File: src/rtl/ptg_pkg.sv
package ptg_pkg;
  localparam int CNT_W  = 32;
  localparam int PRSC_W = 16;

  typedef enum logic [1:0] {
    ST_IDLE  = 2'd0,
    ST_ARMED = 2'd1,
    ST_RUN   = 2'd2
  } arm_state_t;

  // A count below one step means the interval has run out on this tick.
  function automatic logic cnt_expired(input logic [CNT_W-1:0] cnt,
                                       input logic [CNT_W-1:0] step);
    return cnt < step;
  endfunction

  // Next count on a tick: reload on expiry, otherwise step down.
  function automatic logic [CNT_W-1:0] cnt_next(input logic [CNT_W-1:0] cnt,
                                                input logic [CNT_W-1:0] step,
                                                input logic [CNT_W-1:0] reload);
    return cnt_expired(cnt, step) ? reload : cnt - step;
  endfunction

  // Division factor actually used; factors below two act as two.
  function automatic logic [PRSC_W-1:0] div_factor(input logic [PRSC_W-1:0] f);
    return (f < PRSC_W'(2)) ? PRSC_W'(2) : f;
  endfunction
endpackage

File: src/rtl/ptg_arm_fsm.sv
module ptg_arm_fsm
  import ptg_pkg::*;
(
  input  logic clk,
  input  logic rst_n,
  input  logic tmr_en,
  input  logic start_req,
  input  logic realign_off,
  input  logic alarm_hit,
  output logic run
);
  arm_state_t st_q;

  always_ff @(posedge clk or negedge rst_n) begin
    if (!rst_n) begin
      st_q <= ST_IDLE;
    end else if (!tmr_en) begin
      st_q <= ST_IDLE;
    end else begin
      unique case (st_q)
        ST_IDLE:  if (start_req) st_q <= realign_off ? ST_RUN : ST_ARMED;
        ST_ARMED: if (realign_off || alarm_hit) st_q <= ST_RUN;
        ST_RUN:   st_q <= ST_RUN;
        default:  st_q <= ST_IDLE;
      endcase
    end
  end

  assign run = (st_q == ST_RUN) && tmr_en;
endmodule

File: src/rtl/ptg_channel.sv
module ptg_channel
  import ptg_pkg::*;
#(
  parameter int STEP = 10
) (
  input  logic             clk,
  input  logic             rst_n,
  input  logic             run,
  input  logic             tick,
  input  logic [CNT_W-1:0] interval,
  output logic             pulse,
  output logic             fire
);
  localparam logic [CNT_W-1:0] STEP_V = CNT_W'(STEP);

  logic [CNT_W-1:0] cnt_q;

  assign fire = run && tick && cnt_expired(cnt_q, STEP_V);

  always_ff @(posedge clk or negedge rst_n) begin
    if (!rst_n) begin
      cnt_q <= '0;
      pulse <= 1'b0;
    end else if (!run) begin
      cnt_q <= '0;
      pulse <= 1'b0;
    end else if (tick) begin
      cnt_q <= cnt_next(cnt_q, STEP_V, interval);
      pulse <= fire;
    end
  end
endmodule

File: src/rtl/ptg_clkdiv.sv
module ptg_clkdiv
  import ptg_pkg::*;
(
  input  logic              clk,
  input  logic              rst_n,
  input  logic              en,
  input  logic              tick,
  input  logic [PRSC_W-1:0] factor,
  output logic              clk_out
);
  logic [PRSC_W-1:0] pcnt_q;
  logic [PRSC_W-1:0] eff;

  assign eff = div_factor(factor);

  always_ff @(posedge clk or negedge rst_n) begin
    if (!rst_n) begin
      pcnt_q <= '0;
    end else if (!en) begin
      pcnt_q <= '0;
    end else if (tick) begin
      pcnt_q <= (pcnt_q >= eff - PRSC_W'(1)) ? '0 : pcnt_q + PRSC_W'(1);
    end
  end

  assign clk_out = en && (pcnt_q < (eff >> 1));
endmodule

File: src/rtl/pulse_train_gen.sv
module pulse_train_gen
  import ptg_pkg::*;
#(
  parameter int NCH          = 3,
  parameter int STEP_NS      = 10,
  parameter int PRSC_DEFAULT = 100,
  parameter int EVW          = 8,
  parameter int AW           = 3,
  parameter int DW           = 32
) (
  input  logic           clk,
  input  logic           rst_n,
  input  logic           tick,
  input  logic           alarm_hit,
  input  logic           tmr_en,
  input  logic           start_req,
  input  logic           realign_off,
  input  logic [1:0]     loop_en,
  input  logic           wr_en,
  input  logic [AW-1:0]  wr_addr,
  input  logic [DW-1:0]  wr_data,
  output logic [NCH-1:0] pulse_out,
  output logic [1:0]     loop_trig,
  output logic [EVW-1:0] event_flags,
  output logic           irq,
  output logic           clk_div_out
);
  localparam int MSK_N   = 2;
  localparam int EVT_TOP = EVW - 1;
  localparam logic [AW-1:0] A_PRSC = AW'(NCH);
  localparam logic [AW-1:0] A_EVT  = AW'(NCH + 1);
  localparam logic [AW-1:0] A_MSK  = AW'(NCH + 2);

  logic                  run_w;
  logic [NCH-1:0]        fire_w;
  logic [NCH-1:0]        pulse_w;
  logic [CNT_W-1:0]      ivl_q [NCH];
  logic [PRSC_W-1:0]     prsc_q;
  logic [MSK_N-1:0]      mask_q;
  logic [EVW-1:0]        evt_q;
  logic [EVW-1:0]        evt_set;
  logic [EVW-1:0]        evt_clr;

  ptg_arm_fsm u_arm (
    .clk         (clk),
    .rst_n       (rst_n),
    .tmr_en      (tmr_en),
    .start_req   (start_req),
    .realign_off (realign_off),
    .alarm_hit   (alarm_hit),
    .run         (run_w)
  );

  for (genvar i = 0; i < NCH; i++) begin : g_ch
    always_ff @(posedge clk or negedge rst_n) begin
      if (!rst_n) ivl_q[i] <= '0;
      else if (wr_en && wr_addr == AW'(i)) ivl_q[i] <= CNT_W'(wr_data);
    end

    ptg_channel #(.STEP(STEP_NS)) u_ch (
      .clk      (clk),
      .rst_n    (rst_n),
      .run      (run_w),
      .tick     (tick),
      .interval (ivl_q[i]),
      .pulse    (pulse_w[i]),
      .fire     (fire_w[i])
    );
  end

  always_comb begin
    evt_set = '0;
    for (int i = 0; i < NCH; i++) evt_set[EVT_TOP - i] = fire_w[i];
  end

  assign evt_clr = (wr_en && wr_addr == A_EVT) ? wr_data[EVW-1:0] : '0;

  always_ff @(posedge clk or negedge rst_n) begin
    if (!rst_n) begin
      evt_q  <= '0;
      prsc_q <= PRSC_W'(PRSC_DEFAULT);
      mask_q <= '0;
    end else begin
      evt_q <= (evt_q & ~evt_clr) | evt_set;
      if (wr_en && wr_addr == A_PRSC) prsc_q <= wr_data[PRSC_W-1:0];
      if (wr_en && wr_addr == A_MSK)  mask_q <= wr_data[EVT_TOP -: MSK_N];
    end
  end

  ptg_clkdiv u_div (
    .clk     (clk),
    .rst_n   (rst_n),
    .en      (tmr_en),
    .tick    (tick),
    .factor  (prsc_q),
    .clk_out (clk_div_out)
  );

  assign pulse_out   = pulse_w;
  assign loop_trig   = pulse_w[1:0] & loop_en;
  assign event_flags = evt_q;
  assign irq         = |(evt_q[EVT_TOP -: MSK_N] & mask_q);
endmodule

File: config.mk
export PLATFORM = sky130hd
export DESIGN_NAME = pulse_train_gen
export DESIGN_NICKNAME = d
export VERILOG_FILES = /design/src/rtl/ptg_pkg.sv /design/src/rtl/ptg_arm_fsm.sv /design/src/rtl/ptg_channel.sv /design/src/rtl/ptg_clkdiv.sv /design/src/rtl/pulse_train_gen.sv
export SDC_FILE = /design/constraint.sdc
export NUM_CORES = 1
export LEC_CHECK = 0
export BUFFER_PORTS_ARGS = -buffer_cell sky130_fd_sc_hd__buf_2
export CELL_PAD_IN_SITES_DETAIL_PLACEMENT = 1
export CELL_PAD_IN_SITES_GLOBAL_PLACEMENT = 1
export CORE_MARGIN = 5
export CORE_UTILIZATION = 49
export DETAILED_ROUTE_END_ITERATION = 7
export HOLD_SLACK_MARGIN = 0.03
export PLACE_DENSITY = 0.8
export SETUP_SLACK_MARGIN = 0.2
export SYNTH_ARGS = -nofsm -noshare
export SYNTH_HDL_FRONTEND = slang
export SYNTH_SLANG_ARGS = --single-unit
File: constraint.sdc
create_clock -name clk -period 5.55 [get_ports clk]
set_input_delay 1.3875 -clock clk [delete_from_list [all_inputs] [get_ports clk]]
set_output_delay 1.3875 -clock clk [all_outputs]
set_load 0.02 [all_outputs]
==> results by group, run 1 <==
Route
  • Initial DRT Pass Iterations: 4
  • Total Wirelength: 37100 um
  • DRC viols: 0
  • DR vias/cell: 6.36
  • Initial DRC count: 724
  • Via count: 10400
  • DR WL/cell: 22.8 um
  • ANT nets after route: 0

Clock network
  • Post-CTS Hold Fix Bufs: 0
  • CTS Sinks: 233
  • Clk_lat worst skew: 0.56 ns
  • CTS root buf: clkbuf_16
  • Resized cells post-CTS: 0
  • Htree depth: 1
  • Maximum buffer depth of the clock tree: 3
  • Clock transition at path regs: 0.06 ns
  • TritonCTS clock tree: built
  • # Post-CTS Setup Buffers: 0
  • Cts bufs inserted: 27

Logic synthesis
  • Async S/R FF share, synth: 100%
  • Share of Yosys cell area claimed by the top area cell type: 46.6%
  • Syn nets: 1320
  • Post-synthesis sequential area ratio: 47.2%
  • Most common cell in the netlist: dfrtp_1
  • Top FF cell, synth: dfrtp_1
  • Syn Inst Count: 1236
  • Top cells by area, synth: dfrtp_1, mux2_2, ha_1, nand2_1, a21oi_1
  • Syn Area/Cell: 10.0 um^2
  • YS warnings: 0
  • Mapped Area: 0.0124 mm^2
  • Post-synth EDFFs: 0
  • Synth top cells by count: dfrtp_1, mux2_2, nand2_1
  • Unique masters post-synth: 66
  • Synth area leader: dfrtp_1
  • Flops & latches, synth: 233

STA
  • # setup viols final: 0
  • Worst slew pin tran: 1.25 ns
  • Skew final: 0.0162 ns
  • Setup TNS: 0 ns
  • Final hold violations: 0
  • Maximum clock frequency: 212 MHz
  • Tcrit/Tclk final: 84.9%
  • Min Clock Period, post-route: 4.71 ns
  • Final slew viol count: 0
  • Slew headroom: 16.8%
  • RSZ-0062 raised after global routing: no
  • Final worst slack: 0.836 ns

Cells and area
  • ANT cells: 0
  • Design area: 0.0140 mm^2
  • Final core occ: 55.9%
  • Post-Layout Cell Count: 1631
  • Layout cells sized above 1: 20.2%
  • Total Nets Final: 1364
  • Layout area overhead: 13.3%

Floorplanning
  • Ports: 60
  • Rows: 58
  • Initial Util: 49.4%
  • Die height: 169 um
  • Full die area: 0.0285 mm^2
  • Die width: 169 um
  • Core area: 0.0250 mm^2

Setup path
  • Biggest cell delay along the critical path: 0.71 ns
  • Critical R2R Launch: prsc_q[8]
  • Worst Path Arrival: 3.33 ns
  • Data required time of the worst path: 4.16 ns
  • Most frequent CP cell: nor2_1
  • Critical Path Source: prsc_q[8]
  • CP Capture Type: output pin
  • CP Class: flip-flop to output pin
  • Setup crit end: clk_div_out
  • FF-to-FF setup slack: 1.39 ns
  • CP cell instances: or4_1 > nor2_1 > a31oi_1 > a2111oi_0 > nor4_1 > nor2_1 > buf_2
  • Worst-case reg-to-reg path depth: 12
  • Startpoint Class: flip-flop
  • Max Fanout on Critical Path: 5
  • Critical path's slowest cell: a2111oi_0
  • FF-to-FF End: u_div.pcnt_q[8]

Placed design
  • Placed insts: 1581
  • Area after DPL: 0.0130 mm^2
  • Place WS: 1.50 ns
  • Final GP Congestion: 0.858
  • DPL Wire Length: 25100 um
  • Buffers on Ports: 59

Power and ir drop
  • PD cells: 610 mW/mm^2
  • Leakage power: 0.00642 uW
  • VDD IR max: 0.866 mV

Min path
  • HP Class: flip-flop to flip-flop

GRT
  • First-pass GRT wire length: 60900 um
  • Pin count of the biggest net entering global routing: 124
  • Total GRT Usage: 26.1%
  • Vias in the first global route: 11200
  • Initial antenna violation count: 2
  • Grt total ovfl: 0

Run status
  • Outcome: finished, final reports clean

Flow run
  • Max cap viols: 0
[power breakdown]
part           leakage [uW]  internal, uW  switching, uW
Combinational       0.00293          1570           2750
Clock              0.000473          1160            752
Sequential          0.00302          2020            287
[flip-flops by register name, summed over array words and instances (netlist names)]
name and flops:
prsc_q 16, g_ch.u_ch.cnt_q 93, ivl_q 93, g_ch.u_ch.pulse 3
mask_q 2, u_div.pcnt_q 16, u_arm.st_q 2, event_flags 8
[metrics by stage]
stage               hold slack [ns]  total power (uW)
floorplan                     0.446              5480
CTS                           0.497              8550
detailed placement            0.488              6580
global route                  0.501              9180
global placement              0.467              6380
finish                        0.491              8540
[worst max-delay path, delay by kind of cell, from the launching register on]
kind            cells  cell delay [ns]
flops               1             0.42
compound gates      2             0.89
buf+inv             1             0.20
simple gates        4             1.28
[area by class of cell]
| type | instances | area, um^2 |
|---|---|---|
| clock buffers | 36 | 769 |
| clock inverters | 14 | 190 |
| repair buffers | 80 | 475 |
| fillers | 2779 | 11000 |
| well taps | 330 | 413 |
| inverters | 31 | 116 |
| flip-flops and latches | 233 | 5830 |
| multi-input cells | 907 | 6200 |
[cells by family after synthesis]
| group | Yosys count | share of synthesized area (%) |
|---|---|---|
| muxes | 118 | 10.7 |
| adders and majority gates | 39 | 3.95 |
| buffers and inverters | 96 | 3.10 |
| AOI/OAI and AO/OA | 289 | 15.4 |
| DFF | 233 | 47.2 |
| xor gates and xnor gates | 17 | 1.20 |
| and+or+nand+nor | 444 | 18.4 |
[how the worst min path moves through the flow]
| stage | startpoint | end | slack [ns] | cells after the start |
|---|---|---|---|---|
| 6_report | ivl_q[28] | g_ch[2].u_ch.cnt_q[28] | 0.49 | 2 |
| 5_1_grt | event_flags[5] | event_flags[5] | 0.50 | 1 |
| 4_1_cts | ivl_q[28] | g_ch[2].u_ch.cnt_q[28] | 0.50 | 2 |
| 3_5_place_dp | ivl_q[19] | ivl_q[19] | 0.49 | 1 |
| 3_3_place_gp | ivl_q[28] | g_ch[2].u_ch.cnt_q[28] | 0.47 | 2 |
| 2_1_floorplan | ivl_q[20] | g_ch[2].u_ch.cnt_q[20] | 0.45 | 2 |
[layout by cell type (no fill, tap or decap), types with 20 or more instances in the layout]
cell type / count
a21oi_1: 68
buf_2: 58
buf_4: 20
clkbuf_16: 27
dfrtp_1: 230
ha_1: 39
inv_1: 30
mux2_2: 112
nand2_1: 111
nand3_1: 45
nor2_1: 78
nor3_1: 44
nor4_1: 33
o21ai_0: 68
[layer usage]
layer | vias up | share of wire, % | global-route usage, %
li1 | 4702 | - | -
met1 | 5331 | 43 | 35.1
met2 | 246 | 49 | 44.9
met3 | 87 | 4.2 | 2.94
met4 | 0 | 3.0 | 7.52
met5 | - | 0 | 0
Note: power is estimated with default switching activity, not from simulation.
==> inputs of run 2 (changes only) <==
--- a/config.mk
+++ b/config.mk
@@ -5,14 +5,15 @@
 export SDC_FILE = /design/constraint.sdc
 export NUM_CORES = 1
 export LEC_CHECK = 0
+export ABC_AREA = 1
 export BUFFER_PORTS_ARGS = -buffer_cell sky130_fd_sc_hd__buf_2
 export CELL_PAD_IN_SITES_DETAIL_PLACEMENT = 1
 export CELL_PAD_IN_SITES_GLOBAL_PLACEMENT = 1
 export CORE_MARGIN = 5
-export CORE_UTILIZATION = 49
+export CORE_UTILIZATION = 42
 export DETAILED_ROUTE_END_ITERATION = 7
 export HOLD_SLACK_MARGIN = 0.03
-export PLACE_DENSITY = 0.8
+export PLACE_DENSITY = 0.76
 export SETUP_SLACK_MARGIN = 0.2
 export SYNTH_ARGS = -nofsm -noshare
 export SYNTH_HDL_FRONTEND = slang
==> constraint.sdc (replaced) <==
create_clock -name clk -period 3.96 [get_ports clk]
set_input_delay 0.99 -clock clk [delete_from_list [all_inputs] [get_ports clk]]
set_output_delay 0.99 -clock clk [all_outputs]
set_load 0.02 [all_outputs]
==> run 2 against run 1 <==
Against the previous run: setup slack got worse by 0.33 ns; utilization fell by 7.5 points; synthesized cell count rose by 28%; cell area rose by 3.1%; largest cell class unchanged.
==> results by group, run 2 <==
Run status
  • Outcome: finished, final reports clean

GRT
  • Vias in the first global route: 11800 (+4.8%)
  • First-pass GRT wire length: 62600 um (+2.9%)
  • Total GRT Usage: 22.8% (-3.3 points)
  • Grt total ovfl: 0 (unchanged)
  • Pin count of the biggest net entering global routing: 111 (-10%)
  • Initial antenna violation count: 0 (-2)

STA
  • Final hold violations: 0 (unchanged)
  • WHS: 0.481 ns (-0.00978 ns)
  • RSZ-0062 raised after global routing: no
  • Setup TNS: 0 ns (unchanged)
  • # setup viols final: 0 (unchanged)
  • Maximum clock frequency: 290 MHz
  • Tcrit/Tclk final: 87.2%
  • Final slew viol count: 0 (unchanged)
  • Worst slew pin tran: 1.06 ns (-0.184 ns)
  • Slew headroom: 29.0% (+12 points)
  • Min Clock Period, post-route: 3.45 ns
  • Skew final: 0.0146 ns (-0.00157 ns)

Clock network
  • Clk_lat worst skew: 0.54 ns (-0.02 ns)
  • Clock transition at path regs: 0.06 ns (about the same)
  • CTS root buf: clkbuf_16
  • Htree depth: 1 (unchanged)
  • Post-CTS Hold Fix Bufs: 0 (unchanged)
  • CTS Sinks: 233 (unchanged)
  • Maximum buffer depth of the clock tree: 3 (unchanged)
  • Cts bufs inserted: 27 (unchanged)
  • TritonCTS clock tree: built

Placed design
  • Area after DPL: 0.0134 mm^2 (+2.8%)
  • Buffers on Ports: 59 (unchanged)
  • Final GP Congestion: 0.880 (+2.5%)
  • DPL Wire Length: 26500 um (+5.4%)

Route
  • Total Wirelength: 38100 um (+2.7%)
  • ANT nets after route: 0 (unchanged)
  • Initial DRT Pass Iterations: 7 (+3)
  • DR WL/cell: 18.5 um (-19%)
  • Initial DRC count: 630 (-13%)
  • DRC viols: 0 (unchanged)
  • Via count: 11100 (+7.0%)
  • DR vias/cell: 5.39 (-15%)

Floorplanning
  • Die height: 184 um (+9.0%)
  • Full die area: 0.0339 mm^2 (+19%)
  • Rows: 63 (+8.6%)
  • Initial Util: 42.7% (-6.7 points)
  • Core area: 0.0298 mm^2 (+19%)
  • Die width: 184 um (+9.0%)
  • Ports: 60 (unchanged)

Cells and area
  • Biggest regs: g_ch.u_ch.cnt_q: 93 flops, ivl_q: 93 flops
  • Layout cells sized above 1: 11.3% (-8.9 points)
  • Total Nets Final: 1732 (+27%)
  • Design area: 0.0144 mm^2 (+3.1%)
  • Most frequent cells in the layout: nand2_1, dfrtp_1, inv_1
  • ANT cells: 0 (unchanged)
  • Commonest non-fill, non-tap cell in the layout: nand2_1
  • Layout area overhead: 13.4%

Logic synthesis
  • YS warnings: 0 (unchanged)
  • Top FF cell, synth: dfrtp_1
  • Post-synth EDFFs: 0 (unchanged)
  • Syn Inst Count: 1588 (+28%)
  • Share of Yosys cell area claimed by the top area cell type: 45.2% (-1.3 points)
  • Mapped Area: 0.0127 mm^2 (+2.9%)
  • Post-synthesis sequential area ratio: 45.9% (-1.3 points)
  • Unique masters post-synth: 42 (-36%)
  • Synth top cells by count: nand2_1, dfrtp_1, inv_1
  • Flops & latches, synth: 233 (unchanged)
  • Syn Area/Cell: 8.01 um^2 (-20%)
  • Syn nets: 1672 (+27%)
  • Top cells by area, synth: dfrtp_1, nand2_1, o21ai_0, inv_1, xor2_1
  • Most common cell in the netlist: nand2_1
  • Async S/R FF share, synth: 100% (unchanged)
  • Synth area leader: dfrtp_1

Setup path
  • CP Capture Type: flip-flop
  • Max Fanout on Critical Path: 12 (+7)
  • Top delay family on crit path: simple AND/OR/NAND/NOR gates
  • Most frequent CP cell: nand2_1
  • CP Class: flip-flop to flip-flop
  • Worst Path Arrival: 3.90 ns (+0.57 ns)
  • Buf/Inv on CP: 5 (+4)
  • Critical path's slowest cell: dfrtp_1
  • Startpoint Class: flip-flop
  • Data required time of the worst path: 4.41 ns (+0.25 ns)
  • Critical Path Source: prsc_q[14]
  • Biggest cell delay along the critical path: 0.44 ns (-0.27 ns)
  • Critical R2R Launch: prsc_q[14]

Min path
  • HP Class: flip-flop to flip-flop
  • Worst Min Path Start: ivl_q[40]

Flow run
  • Max cap viols: 0 (unchanged)
==> run 2: changes by cell type after synthesis, sizes merged, moves of 32 or more <==
| cell | previous run | this run |
|---|---|---|
| mux2 | 112 | 0 |
| o211ai | 7 | 39 |
| inv | 30 | 182 |
| xor2 | 2 | 70 |
| o21ai | 68 | 175 |
| nand3 | 45 | 92 |
| a21oi | 68 | 28 |
| nor2 | 79 | 173 |
| nor4 | 36 | 2 |
| nand2 | 111 | 401 |
==> run 2: cell families (layout without fill, tap and decap cells) <==
group | after synthesis | count (layout) | synth area share (%)
AO/OA/AOI/OAI | 282 | 282 | 12.8
XOR/XNOR | 85 | 85 | 5.85
adder cells (fa/ha/maj) | 39 | 39 | 3.84
buffers and inverters | 235 | 314 | 7.49
flip-flops | 233 | 233 | 45.9
AND/OR/NAND/NOR | 714 | 714 | 24.1
==> run 2: timing repair <==
action / 4_1_cts / 5_1_grt
gates resized for setup: 0 / 16
buffers inserted: 0 / 7
setup endpoints to repair: 0 / 16
==> run 2: cell type report <==
type / instances / area [um^2]
Clock buffer: 37 / 743
Sequential cell: 233 / 5840
Inverter: 184 / 692
Multi-Input combinational cell: 1120 / 5990
Timing Repair Buffer: 82 / 494
Tap cell: 390 / 488
Fill cell: 3649 / 15400
Clock inverter: 11 / 185
==> run 2: path summary, 6_finish.rpt <==
path	endpoint	depth (start not counted)	slack, ns
worst max-delay path	u_div.pcnt_q[5]	25	0.51
worst min-delay path	ivl_q[40]	2	0.48
worst max register to register	u_div.pcnt_q[5]	25	0.51
worst min register to register	ivl_q[40]	2	0.48
max in group asynchronous	ivl_q[41]	2	2.55
min in group asynchronous	ivl_q[23]	1	0.54
==> run 2: through the flow <==
step | utilization, % | setup WS (ns) | std cells
2_1_floorplan | - | 0.809 | 1588
3_3_place_gp | 45.0 | 0.587 | 2002
3_5_place_dp | 45.0 | 0.388 | 2002
4_1_cts | 48.1 | 0.353 | 2050
5_1_grt | 48.4 | 0.212 | 2057
6_report | 48.4 | 0.508 | 2057
==> run 2: routing by layer <==
metal	global-route usage, %	wire length [um]	vias to the layer above	share of wire (%)
met4	4.11	698	0	1.8
met3	2.77	1110	43	2.9
met5	0	0	-	0
met2	39.6	18600	137	49
met1	31.0	17700	5614	46
li1	-	-	5293	-
==> run 2: tightest hold or removal path: stages, from the launching register on <==
cell	delay, ns
dfrtp_1	0.34
nand2_1	0.05
o21ai_0	0.06
Power of run 2 is not shown: default switching activity piles up to over one toggle a cycle in this logic, so the estimate is an artifact.
==> inputs of run 3 (changes only) <==
--- a/config.mk
+++ b/config.mk
@@ -13,6 +13,7 @@
 export CORE_UTILIZATION = 42
 export DETAILED_ROUTE_END_ITERATION = 7
 export HOLD_SLACK_MARGIN = 0.03
+export MAX_ROUTING_LAYER = met4
 export PLACE_DENSITY = 0.76
 export SETUP_SLACK_MARGIN = 0.2
 export SYNTH_ARGS = -nofsm -noshare
==> run 3 against run 2 <==
Against the previous run: utilization increased by 0.063 points; register-to-register slack improved by 0.07 ns; non-clock buffer count decreased by 9; via count decreased by 1.6%; sequential share of layout area shrank 0.053 points; first-iteration DRC count shrank 7.0%; clock skew is 0.0037 ns lower; maximum frequency up 2.0%; die area stayed put; global-route usage is 0.21 points higher; cell count down 0.19%; critical path depth down 17.
==> results by group, run 3 (same netlist as run 2, synthesis figures left out) <==
Cells and area
  • Total Nets Final: 1724 (-0.46%)
  • Most frequent cells in the layout: nand2_1, dfrtp_1, inv_1
  • Biggest regs: g_ch.u_ch.cnt_q: 93 flops, ivl_q: 93 flops
  • Design area: 0.0144 mm^2 (+0.13%)
  • Layout area overhead: 13.6%
  • Fill count: 3672 (+0.63%)
  • Layout cells sized above 1: 11.1% (-0.21 points)
  • Multi-input gate area: 0.00599 mm^2 (about the same)
  • Commonest non-fill, non-tap cell in the layout: nand2_1
  • Register area: 0.00584 mm^2 (unchanged)

Setup path
  • Critical R2R Launch: prsc_q[6]
  • Worst-case reg-to-reg path depth: 26 (+4.0%)
  • Critical path's slowest cell: dfstp_2
  • Critical Path Source: prsc_q[6]
  • FF-to-FF setup slack: 0.58 ns (+0.07 ns)
  • CP Class: flip-flop to output pin
  • Setup crit end: clk_div_out
  • Most frequent CP cell: a21oi_1
  • FF-to-FF End: u_div.pcnt_q[7]
  • Biggest cell delay along the critical path: 0.56 ns (+0.12 ns)
  • CP Capture Type: output pin
  • Data required time of the worst path: 2.97 ns (-1.44 ns)
  • Max Fanout on Critical Path: 4 (-8)
  • CP cell instances: inv_1 > ha_1 > a21oi_1 > nor2_1 > a211oi_1 > nand2_1 > a21oi_1 > buf_2
  • Worst Path Arrival: 2.39 ns (-1.51 ns)
  • Startpoint Class: flip-flop

Route
  • Via count: 10900 (-1.6%)
  • DR vias/cell: 5.32 (-1.4%)
  • ANT nets after route: 0 (unchanged)
  • DRC viols: 0 (unchanged)
  • Total Wirelength: 37500 um (-1.7%)
  • DR WL/cell: 18.3 um (-1.5%)
  • Initial DRT Pass Iterations: 5 (-2)
  • Initial DRC count: 586 (-7.0%)

Clock network
  • Clock transition at path regs: 0.06 ns (about the same)
  • TritonCTS clock tree: built
  • Maximum buffer depth of the clock tree: 3 (unchanged)
  • Cts bufs inserted: 28 (+3.7%)
  • Htree depth: 1 (unchanged)
  • Post-CTS Hold Fix Bufs: 0 (unchanged)
  • CTS root buf: clkbuf_16
  • CTS Sinks: 233 (unchanged)
  • Clk_lat worst skew: 0.55 ns (about the same)

Flow run
  • Max cap viols: 0 (unchanged)

STA
  • Skew final: 0.0109 ns (-0.00372 ns)
  • Setup TNS: 0 ns (unchanged)
  • Worst slew pin tran: 1.07 ns (+0.00962 ns)
  • Maximum clock frequency: 296 MHz (+2.0%)
  • Final hold violations: 0 (unchanged)
  • # setup viols final: 0 (unchanged)
  • Min Clock Period, post-route: 3.38 ns (-0.0679 ns)
  • Slew headroom: 28.3% (-0.64 points)
  • Final slew viol count: 0 (unchanged)
  • Tcrit/Tclk final: 85.5% (-1.7 points)
  • RSZ-0062 raised after global routing: no

Floorplanning
  • Die width: 184 um (unchanged)
  • Initial Util: 42.7% (unchanged)
  • Ports: 60 (unchanged)
  • Core area: 0.0298 mm^2 (unchanged)
  • Die height: 184 um (unchanged)
  • Rows: 63 (unchanged)
  • Full die area: 0.0339 mm^2 (unchanged)

Placed design
  • DPL Wire Length: 26000 um (-1.9%)
  • Final GP Congestion: 0.880 (about the same)
  • Area after DPL: 0.0134 mm^2 (-0.17%)
  • Buffers on Ports: 59 (unchanged)

GRT
  • Grt total ovfl: 0 (unchanged)
  • Total GRT Usage: 23.0% (+0.21 points)
  • Vias in the first global route: 11600 (-1.5%)
  • First-pass GRT wire length: 61600 um (-1.6%)
  • Pin count of the biggest net entering global routing: 72 (-35%)
  • Initial antenna violation count: 1 (+1)

Min path
  • HP Class: input pin to async pin

Run status
  • Outcome: finished, final reports clean
-- run 3: cell count changes in the layout (fill, tap and decap cells not counted), sizes merged --
cell,delta
clkbuf,-1
clkinv,+4
buf,-9
diode,+1
bufinv,+1
-- run 3: per-layer routing --
metal | global-route usage, % | vias to the layer above | share of wire, %
li1 | - | 5263 | -
met1 | 31.0 | 5423 | 47
met2 | 37.8 | 177 | 47
met3 | 2.67 | 51 | 3.8
met4 | 4.58 | 0 | 2.2
met5 | - | - | 0
-- run 3: worst min-delay path by stage --
| stage | start | to | slack (ns) | cells after the start |
|---|---|---|---|---|
| after floorplan | ivl_q[1] | ivl_q[1] | 0.45 | 2 |
| after global placement | ivl_q[65] | ivl_q[65] | 0.46 | 2 |
| after detailed placement | ivl_q[15] | ivl_q[15] | 0.47 | 2 |
| after CTS | rst_n | g_ch[2].u_ch.cnt_q[28] | 0.42 | 1 |
| after global routing | rst_n | ivl_q[29] | 0.45 | 1 |
| final | rst_n | g_ch[2].u_ch.cnt_q[28] | 0.41 | 1 |
-- run 3: what timing repair did --
item                                    4_1_cts  5_1_grt
endpoints found under the setup margin        0       16
gates resized for setup                       0       11
buffers inserted                              0        1
-- run 3: cell type report --
type | instances | area share [%]
sequential | 233 | 40.4
inverter | 184 | 4.79
tap | 390 | 3.38
multi-input combinational | 1120 | 41.4
timing repair buffer | 73 | 2.93
antenna | 1 | 0.0173
clock buffer | 36 | 5.41
clock inverter | 16 | 1.63
-- run 3: stage by stage --
step           hold slack, ns  worst slack, ns  util, %  cells
6_report                0.413            0.576     48.5   2053
3_5_place_dp            0.473            0.380     44.9   1999
3_3_place_gp            0.464            0.615     44.9   1999
2_1_floorplan           0.448            0.809        -   1588
5_1_grt                 0.449            0.211     48.5   2053
4_1_cts                 0.424            0.363     48.3   2051
-- run 3: critical path, delay by kind of cell (launching register included) --
kind	cells	cell delay (ns)
flip-flops	1	0.56
AO/OA/AOI/OAI	3	0.52
adder cells (fa/ha/maj)	1	0.30
buffers and inverters	2	0.28
AND/OR/NAND/NOR	2	0.19
Power of run 3 is left out for the same reason.
